$ cat src/rtl/usb_bit_timer_pkg.sv
package usb_bit_timer_pkg;
  localparam int LINE_W = 2;
  typedef logic [LINE_W-1:0] line_t;
endpackage

$ cat src/rtl/ubt_line_sync.sv
module ubt_line_sync
  import usb_bit_timer_pkg::*;
#(
  parameter int STAGES = 2
) (
  input  logic  clk_i,
  input  logic  rst_ni,
  input  line_t line_i,
  output logic  edge_o
);
  line_t stg_q [STAGES+1];

  for (genvar i = 0; i <= STAGES; i++) begin : g_stg
    always_ff @(posedge clk_i or negedge rst_ni) begin
      if (!rst_ni)     stg_q[i] <= '0;
      else if (i == 0) stg_q[i] <= line_i;
      else             stg_q[i] <= stg_q[i-1];
    end
  end

  // last stage keeps the previous synchronised value for edge compare
  assign edge_o = stg_q[STAGES-1] != stg_q[STAGES];
endmodule

$ cat src/rtl/ubt_period_reg.sv
module ubt_period_reg #(
  parameter int W       = 8,
  parameter int MIN_DIV = 4
) (
  input  logic         clk_i,
  input  logic         rst_ni,
  input  logic         enable_i,
  input  logic         boundary_i,
  input  logic [W-1:0] reload_i,
  output logic [W-1:0] load_val_o,
  output logic [W-1:0] per_o
);
  localparam logic [W-1:0] MinVal = W'(MIN_DIV);

  logic [W-1:0] per_q;

  assign load_val_o = (reload_i < MinVal) ? MinVal : reload_i;

  always_ff @(posedge clk_i or negedge rst_ni) begin
    if (!rst_ni)                     per_q <= MinVal;
    else if (!enable_i || boundary_i) per_q <= load_val_o;
  end

  assign per_o = per_q;
endmodule

$ cat src/rtl/ubt_phase_cnt.sv
module ubt_phase_cnt #(
  parameter int W       = 8,
  parameter int MIN_DIV = 4
) (
  input  logic         clk_i,
  input  logic         rst_ni,
  input  logic         enable_i,
  input  logic         restart_i,
  input  logic [W-1:0] load_val_i,
  input  logic [W-1:0] per_i,
  output logic [W-1:0] cnt_o,
  output logic         term_o,
  output logic         mid_o
);
  logic [W-1:0] cnt_q;
  logic [W-1:0] mid_cnt;

  always_ff @(posedge clk_i or negedge rst_ni) begin
    if (!rst_ni)                     cnt_q <= W'(MIN_DIV);
    else if (!enable_i || restart_i) cnt_q <= load_val_i;
    else                             cnt_q <= cnt_q - 1'b1;
  end

  // counter runs per..1; mid at floor(per/2) elapsed = ceil(per/2) remaining
  assign mid_cnt = per_i - (per_i >> 1);
  assign term_o  = cnt_q == W'(1);
  assign mid_o   = enable_i && (cnt_q == mid_cnt);
  assign cnt_o   = cnt_q;
endmodule

$ cat src/rtl/usb_bit_timer.sv
module usb_bit_timer
  import usb_bit_timer_pkg::*;
#(
  parameter int W           = 8,
  parameter int MIN_DIV     = 4,
  parameter int SYNC_STAGES = 2
) (
  input  logic         clk_i,
  input  logic         rst_ni,
  input  logic         enable_i,
  input  logic         snap_en_i,
  input  logic [W-1:0] reload_i,
  input  logic [1:0]   line_i,
  output logic         sample_o,
  output logic         bit_edge_o
);
  logic         line_edge;
  logic         term;
  logic         mid;
  logic         boundary;
  logic [W-1:0] load_val;
  logic [W-1:0] per;
  logic [W-1:0] cnt;

  ubt_line_sync #(.STAGES(SYNC_STAGES)) u_sync (
    .clk_i  (clk_i),
    .rst_ni (rst_ni),
    .line_i (line_t'(line_i)),
    .edge_o (line_edge)
  );

  ubt_period_reg #(.W(W), .MIN_DIV(MIN_DIV)) u_per (
    .clk_i      (clk_i),
    .rst_ni     (rst_ni),
    .enable_i   (enable_i),
    .boundary_i (boundary),
    .reload_i   (reload_i),
    .load_val_o (load_val),
    .per_o      (per)
  );

  ubt_phase_cnt #(.W(W), .MIN_DIV(MIN_DIV)) u_cnt (
    .clk_i      (clk_i),
    .rst_ni     (rst_ni),
    .enable_i   (enable_i),
    .restart_i  (boundary),
    .load_val_i (load_val),
    .per_i      (per),
    .cnt_o      (cnt),
    .term_o     (term),
    .mid_o      (mid)
  );

  // a snapped edge counts as a period boundary
  assign boundary   = enable_i && (term || (snap_en_i && line_edge));
  assign bit_edge_o = boundary;
  assign sample_o   = mid;
endmodule

$ cat config.mk
export PLATFORM = sky130hd
export DESIGN_NAME = usb_bit_timer
export DESIGN_NICKNAME = d
export VERILOG_FILES = /design/src/rtl/usb_bit_timer_pkg.sv /design/src/rtl/ubt_line_sync.sv /design/src/rtl/ubt_period_reg.sv /design/src/rtl/ubt_phase_cnt.sv /design/src/rtl/usb_bit_timer.sv
export SDC_FILE = /design/constraint.sdc
export NUM_CORES = 1
export LEC_CHECK = 0
export BUFFER_PORTS_ARGS = -buffer_cell sky130_fd_sc_hd__clkbuf_2
export CELL_PAD_IN_SITES_DETAIL_PLACEMENT = 0
export CELL_PAD_IN_SITES_GLOBAL_PLACEMENT = 1
export CORE_AREA = 2 2 56 58
export DETAILED_ROUTE_END_ITERATION = 8
export DIE_AREA = 0 0 58 60
export GPL_TIMING_DRIVEN = 0
export PLACE_DENSITY = 0.82
export SYNTH_ARGS = -nofsm -noshare
export SYNTH_HDL_FRONTEND = slang
export SYNTH_SLANG_ARGS = --single-unit
$ cat constraint.sdc
create_clock -name clk_i -period 4.95 [get_ports clk_i]
set_input_delay 0.7425 -clock clk_i [delete_from_list [all_inputs] [get_ports clk_i]]
set_output_delay 0.7425 -clock clk_i [all_outputs]
set_load 0.02 [all_outputs]
# Word level (Yosys, flattened, before mapping)
# Cells that the tools add are included.
classes:
  addsub: 2
  eq_ne: 3
  n_mux: 2
  order_cmp: 1
  n_reduce_logical: 6
op_table:
  columns: ["cell", "n"]
  rows:
  - ["2-to-1 mux 8 bit", 2]
  - ["== test 8 x 1 -> 1 bit, second input constant", 1]
  - ["== test 8 bit", 1]
  - ["less-than comparator 8 x 3 -> 1 bit, second input constant", 1]
  - ["subtractor 8 x 1 -> 8 bit, second input constant", 1]
  - ["subtractor 8 x 7 -> 8 bit", 1]
  - ["logical AND 1 bit", 3]
  - ["logical OR 1 bit", 2]
  - ["inequality test 2 bit", 1]
  - ["zero test 1 bit", 1]
totals:
  input_bits: 14
  reg_bits: 22
  output_inout_bits: 2
  word_cells: 19

# Depth between registers and ports, before layout
# Gate-level depths: netlist of run 1.
logic_depth:
  word_depth: 6
  depth_mapped: 8
  depth_no_buf: 8

# Cells and area by module
# From an unflattened synthesis of run 1, not the netlist that was laid out.
unflattened:
  cells_unflattened: 151
  hier_area_um2: 1380.1
by_module_without_submodules:
  columns: ["module", "cells_per_inst", "seq_area_each_um2", "n_inst", "area_each_um2"]
  rows:
  - ["ubt_phase_cnt", 97, 201.4, 1, 818.3]
  - ["ubt_period_reg", 43, 201.4, 1, 379.1]
  - ["ubt_line_sync", 9, 150.1, 1, 171.4]
  - ["usb_bit_timer", 2, 0.0, 1, 11.3]

# Worst setup path after synthesis of run 1
# Ideal clock, no wire load.
synth_timing:
  kind: "register -> output"
  start: "register u_per.per_q[1] (netlist: u_per.per_o[1])"
  end: "output port sample_o"
  arrival_time_ns: 2.397
  t_required_ns: 4.208
  stages_incl_launch_ff: 8
  n_path_buf: 0
  slack_ns: 1.811
  cell_sequence: "dfrtp_1 -> ha_1 -> fa_1 -> and3b_1 -> nor2_1 -> xnor2_1 -> or4_4 -> nor4_2"
synth_between:
  elab_chain_cells: 3
synth_rtl:
  columns: ["element", "line_no", "rtl"]
  rows:
  - ["start: declaration", "ubt_period_reg.sv:15", "logic [W-1:0] per_q;"]
  - ["start signal: assignment", "ubt_period_reg.sv:20", "if (!rst_ni) per_q <= MinVal;"]
  - ["start signal: assignment", "ubt_period_reg.sv:21", "else if (!enable_i || boundary_i) per_q <= load_val_o;"]
  - ["subtractor 8 x 7 -> 8 bit", "ubt_phase_cnt.sv:25", "assign mid_cnt = per_i - (per_i >> 1);"]
  - ["== test 8 bit", "ubt_phase_cnt.sv:27", "assign mid_o = enable_i && (cnt_q == mid_cnt);"]
  - ["logical AND 1 bit", "ubt_phase_cnt.sv:27", null]
  - ["end: declaration", "usb_bit_timer.sv:14", "output logic sample_o,"]
# No other way between the ends.

# Worst setup path in the final report of run 1
# Same ends and word-level chain as after synthesis.

==> results.md, run 1 <==
* Status: complete, no violations
* Non-Filler Instances at between 150 and 200
* Nets at 180
* Reg-to-reg critical path endpoint: u_cnt.cnt_o[1]
* Area growth, synth to finish at 11.7%
* Routed Wire Length at roughly 2.4 mm
* Netlist cell types at 34
* Pwr dens at 327 nW/µm²
* Clk_skew at around 1.4 ps
* Flops & latches, synth at 22
* Crit path kind: flop to primary output
* Fmax achieved at ~290 MHz
* Worst setup SP type: flop
* Post-placement cell area at 1420 µm²
* Worst Slack Setup Final at 1450 ps
* Post-CTS Resized at 0
* Register area at 553 µm²
* Synth Flop Type: dfrtp_1
* Final Cell Area at 1460 µm²
* Setup Total Neg Slack at 0 ps
* Commonest non-fill, non-tap cell in the layout: dfrtp_1
* Max-slew violations at 0
* Layout cell share with drive strength beyond 1 at 16.1%
* Post-synth EDFFs at 0
* Tcrit/Tclk final at 70.7%
* Final hold viol count at 0
* Post-Syn Area at roughly 1300 µm²
* Clock Latency Late Sink at 290 ps
* Via count at 982
* Routed Antenna Nets at 0
* Worst vdd ir at 233 µV
* Largest net degree at the start of global routing at 23
* RSZ-0062 raised after global routing: false
* Multi-input gate area at approximately 700 µm²
* Drc violations at 0
* Area of the die at 3480 µm²
* H-tree levels at 1
* Vias per Instance at 5.22
* CTS Root Buffer Type: clkbuf_4
* Worst Setup End Kind: primary output
* R2R depth at 6
* Total gr overflow at 0
* Seq/Total Area, Yosys at 42.3%
* Initial antenna violation count at 0
* Io pins at 16
* Post-Synthesis Cells at 136
* Diodes inserted at 0
* Most frequent cells in the layout: 20 x dfrtp_1, 15 x o21ai_0, 15 x clkbuf_2
* Cell depth of the worst hold path at 0
* Vias in the first global route at 1,024
* Die X-Extent at slightly below 60 µm
* FFs w/ async S/R, synth at 100%
* Syn Area/Cell at roughly 9.6 µm²
* Reg2reg start: u_cnt.cnt_o[3]
* CTS tree: done
* Data required, critical path at 4210 ps
* Fill cells at 284
* Yosys warns at 0
* CTS buffer count at 3
* Buffers on Ports at 15
* Worst min-delay path category: flop to flop
* Initial DRC Count at 22
* MaxCap Viol Count at 0
* Total power at 478 µW
* Crit Path Max Fanout at 3
* Sink Count at 22
* All-Layer GR Usage at between 10% and 20%
* Least-Margin Pin Slew at 515 ps
* Die height at about 60 µm
* R2r setup slk at 3020 ps
* Final min period at 3500 ps
* Row count at 20
* Final hold slack at 374 ps
* CORE AREA at a little under 3000 µm²
* Gpl congestion at 0.784
* Hold buffer count at CTS at 0
* Dpl hpwl at between 2 and 2.5 mm
* Place WS at 1770 ps
* Clock Tree Buf Depth at 2
* WL/cell at 13.0 µm
* Max transition margin at 65.7%
* First-pass GRT wire length at 4.47 mm
* Starting density of the core at 45.0%
* Worst Path Arrival at around 2800 ps
* Clk slew on worst S/H paths at 110 ps
* Dpl cells at about 180
* Fin util at 50.3%
* P_leak at roughly 0.69 nW
* Syn Nets at 160
* Hold_sp: u_sync.stg_q[4]
* Post-CTS repair timing setup buffer count at 0
* # setup viols final at 0
* DRT Pass-1 Iters at 4
* Hold Path End: u_sync.stg_q[2]
-- synthesized netlist by cell type (2+ instances only) --
| cell type | count | share of area (%) |
|---|---|---|
| dfrtp_1 | 20 | 38 |
| o21ai_0 | 15 | 5.7 |
| inv_1 | 14 | 4.0 |
| xor2_1 | 11 | 7.4 |
| nand2_1 | 10 | 2.9 |
| ha_1 | 9 | 8.6 |
| xnor2_1 | 6 | 4.0 |
| nand3_1 | 5 | 1.9 |
| nor2_1 | 5 | 1.4 |
| o22ai_1 | 5 | 2.4 |
| a21oi_1 | 3 | 1.1 |
| nor3_1 | 3 | 1.1 |
| and3_1 | 2 | 0.96 |
| clkbuf_1 | 2 | 0.57 |
| dfstp_2 | 2 | 4.0 |
| nand2b_1 | 2 | 0.96 |
| nand4_1 | 2 | 0.96 |
| nor2b_1 | 2 | 0.96 |
| nor4_1 | 2 | 0.96 |
| o22a_1 | 2 | 1.3 |
-- logic make-up (layout without fill, tap and decap cells) --
group | count (synthesis) | count (layout) | synth area share (%)
xor+xnor | 17 | 17 | 11.4
simple gates | 38 | 38 | 15.8
compound gates | 32 | 32 | 15.4
buf+inv | 17 | 36 | 4.98
flops | 22 | 22 | 42.3
fa+ha+maj | 10 | 10 | 10.1
-- cell type report --
class / count / share of cell area, %
clock buffers: 4 / 2.49
multi-input cells: 97 / 47.2
well taps: 33 / 2.83
plain buffers: 3 / 0.857
flip-flops and latches: 22 / 37.9
inverters: 14 / 3.60
repair buffers: 15 / 5.14
-- sequential cells by signal, summed over array words and instances, names as in the netlist --
name	flops
u_cnt.cnt_o	8
u_sync.stg_q	6
u_per.per_o	8
-- power breakdown --
| part | leakage, nW | switching, mW | internal, mW |
|---|---|---|---|
| Sequential | 0.259 | 0.0177 | 0.199 |
| Combinational | 0.407 | 0.0908 | 0.0748 |
| Clock | 0.0210 | 0.0505 | 0.0448 |
| Total | 0.687 | 0.159 | 0.319 |
-- critical path, stage by stage, from the launching register on --
cell and delay (ps):
dfrtp_1 420, ha_1 220, fa_1 420, and3b_1 250
nor2_1 50, xnor2_1 120, or4_4 530, nor4_2 260
clkbuf_2 200
-- per-layer routing --
layer  GRT usage [%]  wire (µm)  vias to the layer above
met5               0          0                        -
met4            4.98         23                        0
met3            1.95         44                        2
met2            30.0       1240                       13
met1            21.7       1130                      456
li1                -          -                      511
-- worst max path at each step --
stage | startpoint | slack [ps] | depth (start not counted) | endpoint
after global placement | u_per.per_o[1] | 1820 | 8 | sample_o
after floorplan | u_per.per_o[1] | 1810 | 7 | sample_o
after detailed placement | u_per.per_o[1] | 1770 | 8 | sample_o
after CTS | u_per.per_o[1] | 1420 | 8 | sample_o
final | u_per.per_o[1] | 1450 | 8 | sample_o
after global routing | u_per.per_o[0] | 1350 | 9 | sample_o
(Power assumes the default switching activity.)
==> run 2, diff against run 1 <==
--- a/config.mk
+++ b/config.mk
@@ -8,11 +8,11 @@
 export BUFFER_PORTS_ARGS = -buffer_cell sky130_fd_sc_hd__clkbuf_2
 export CELL_PAD_IN_SITES_DETAIL_PLACEMENT = 0
 export CELL_PAD_IN_SITES_GLOBAL_PLACEMENT = 1
-export CORE_AREA = 2 2 56 58
+export CORE_AREA = 2 2 61 63
 export DETAILED_ROUTE_END_ITERATION = 8
-export DIE_AREA = 0 0 58 60
+export DIE_AREA = 0 0 63 65
 export GPL_TIMING_DRIVEN = 0
-export PLACE_DENSITY = 0.82
+export PLACE_DENSITY = 0.73
 export SYNTH_ARGS = -nofsm -noshare
 export SYNTH_HDL_FRONTEND = slang
 export SYNTH_SLANG_ARGS = --single-unit
==> constraint.sdc (replaced) <==
create_clock -name clk_i -period 2.9 [get_ports clk_i]
set_input_delay 0.435 -clock clk_i [delete_from_list [all_inputs] [get_ports clk_i]]
set_output_delay 0.435 -clock clk_i [all_outputs]
set_load 0.02 [all_outputs]
==> run 2 against run 1 <==
The run now ends with setup timing left. Final cell count is 8.5% higher. First-iteration DRC count is 86% higher. Clock power is 150% higher. Register-to-register slack worse by 2100 ps. Clock-buffer cell count is 1 lower. Flip-flop and latch count stayed put. Utilization is 6.7 points lower. Final area is 4.5% higher. Critical path type unchanged.
==> results.md, run 2 (synthesis results as in run 1) <==
* Reg power frac at 41.0% (-4.4 points)
* Hold buffer count at CTS at 0 (unchanged)
* Status: complete, but fails checks
* Die X-Extent at 63 µm (+8.6%)
* WL/cell at 12.9 µm (-0.81%)
* Least-Margin Pin Slew at 526 ps (+11.1 ps)
* CTS tree: done
* Sw Share at 32.4% (-0.90 points)
* Worst Slack Setup Final at -44.3 ps (-1490 ps)
* Clock Tree Buf Depth at 2 (unchanged)
* Starting density of the core at 37.4% (-7.6 points)
* Vias per Instance at 4.85 (-7.1%)
* Clk slew on worst S/H paths at 130 ps (+20 ps)
* Worst setup SP type: flop
* CP Cell Sequence: ha_2, fa_2, and3b_1, nor2_1, xnor2_1, or4_4, nor4_4, buf_4
* Crit Path Max Fanout at 3 (unchanged)
* Dpl hpwl at 2.10 mm (+3.3%)
* H-tree levels at 1 (unchanged)
* Sink Count at 22 (unchanged)
* # setup viols final at 1 (+1)
* CTS Root Buffer Type: clkbuf_4
* MaxCap Viol Count at 0 (unchanged)
* Area growth, synth to finish at 16.7%
* RSZ-0062 raised after global routing: true
* Routed Antenna Nets at 0 (unchanged)
* Worst vdd ir at 326 µV (+40%)
* P_int at 613 µW (+92%)
* Largest net degree at the start of global routing at 23 (unchanged)
* Fmax achieved at 340 MHz
* Worst min-delay path category: input pin to asynchronous set/reset pin
* Die height at 65 µm (+8.3%)
* Via count at 990 (+0.81%)
* Buffers on Ports at 15 (unchanged)
* Vias in the first global route at 1,047 (+2.2%)
* Clk_skew at 0.555 ps (-0.895 ps)
* Post-placement cell area at 1440 µm² (+1.3%)
* Gpl congestion at 0.748 (-4.6%)
* Most frequent cells in the layout: 20 x dfrtp_1, 15 x o21ai_0, 14 x clkbuf_2
* Initial antenna violation count at 0 (unchanged)
* Clock Latency Late Sink at 300 ps (about the same)
* Failing checks: setup timing
* Drc violations at 0 (unchanged)
* Io pins at 16 (unchanged)
* Tcrit/Tclk final at 102%
* CORE AREA at 3500 µm² (+20%)
* Slowest cell on crit path: or4_4
* Worst Setup End Kind: primary output
* Area of the die at 4100 µm² (+18%)
* Final hold viol count at 0 (unchanged)
* First-pass GRT wire length at 4.69 mm (+4.8%)
* Place WS at 58.3 ps (-1710 ps)
* Max transition margin at 64.9% (-0.74 points)
* CTS buffer count at 3 (unchanged)
* Worst Path Arrival at 2510 ps (-250 ps)
* Max-slew violations at 0 (unchanged)
* Final min period at around 2900 ps
* P_leak at 0.700 nW (+1.8%)
* Comb pwr share at 33.1% (-1.6 points)
* Layout cell share with drive strength beyond 1 at 19.2% (+3.1 points)
* Total gr overflow at 0 (unchanged)
* Routed Wire Length at 2.62 mm (+7.6%)
* Crit path kind: flop to primary output
* Commonest non-fill, non-tap cell in the layout: dfrtp_1
* All-Layer GR Usage at 14.5% (-2.4 points)
* Final Cell Area at 1530 µm² (+4.5%)
* Diodes inserted at 0 (unchanged)
* Clock Power Share at 25.9% (+6.0 points)
* Pwr dens at 594 nW/µm² (+81%)
* Nets at 181 (+0.56%)
* Initial DRC Count at 41 (+86%)
* Row count at 22 (+10%)
* DRT Pass-1 Iters at 4 (unchanged)
* Data required, critical path at 2470 ps (-1740 ps)
* Fill cells at 366 (+29%)
* Critical Path Max Stage Delay at 540 ps (about the same)
* Switching power at 293 µW (+84%)
run 2: cell count changes in the layout (fill, tap and decap cells not counted), sizes merged:
| cell | before | now |
|---|---|---|
| bufinv | 0 | 1 |
| clkbuf | 21 | 19 |
| buf | 1 | 3 |
run 2: timing repair:
| action | CTS | global route |
|---|---|---|
| pin swaps | 1 | 0 |
| setup buffers | 0 | 1 |
| gates cloned | 0 | 0 |
| gates resized for setup | 3 | 4 |
| hold endpoints to repair | 0 | 0 |
| endpoints found under the setup margin | 1 | 1 |
run 2: metrics by stage:
step	instances	hold slack, ps	setup TNS [ps]	utilization (%)	total power [mW]
2_1_floorplan	136	139	0	-	0.592
3_3_place_gp	199	334	0	41.3	0.653
3_5_place_dp	199	350	0	41.3	0.662
4_1_cts	203	93.2	-99.8	43.0	0.899
5_1_grt	204	105	-211	43.6	0.975
6_report	204	78.9	-44.3	43.6	0.906
run 2: critical path, delay by kind of cell, from the launching register on:
family / cells / cell delay, ps
adder cells (fa/ha/maj): 2 / 540
buffers and inverters: 1 / 170
AND/OR/NAND/NOR: 4 / 950
XOR/XNOR: 1 / 120
flip-flops: 1 / 420
run 2: final timing paths:
kind | start | end | slack [ps] | cells past startpoint
setup / recovery | u_per.per_o[1] | sample_o | -40 | 8
hold / removal | rst_ni | u_cnt.cnt_o[7] | 80 | 1
setup reg to reg | u_cnt.cnt_o[3] | u_per.per_o[6] | 940 | 6
hold reg to reg | u_sync.stg_q[4] | u_sync.stg_q[2] | 380 | 0
max in group asynchronous | rst_ni | u_cnt.cnt_o[2] | 2460 | 1
min in group clk_i | line_i[0] | u_sync.stg_q[4] | 230 | 1
run 2: cell type report:
type / count / area (µm²) / share of cell area (%)
clock buffers: 3 / 22.5 / 1.48
inverters: 14 / 52.6 / 3.45
flip-flops and latches: 22 / 553 / 36.3
repair buffers: 16 / 85.1 / 5.58
clock inverters: 1 / 30.0 / 1.97
plain buffers: 3 / 12.5 / 0.820
well taps: 48 / 60.1 / 3.94
multi-input cells: 97 / 709 / 46.5
run 2: power by group through the flow:
stage          logic [mW]  clock network [mW]  registers (mW)
2_1_floorplan       0.223                   0           0.369
3_3_place_gp        0.277                   0           0.376
3_5_place_dp        0.284                   0           0.378
4_1_cts             0.288               0.240           0.372
5_1_grt             0.343               0.255           0.377
6_report            0.300               0.235           0.371
run 2: layer usage:
metal	vias to the layer above	track usage, %	routed length, µm
met5	-	0	0
met4	0	5.56	14
met3	2	1.22	57
met2	13	26.5	1360
met1	460	17.8	1200
li1	515	-	-
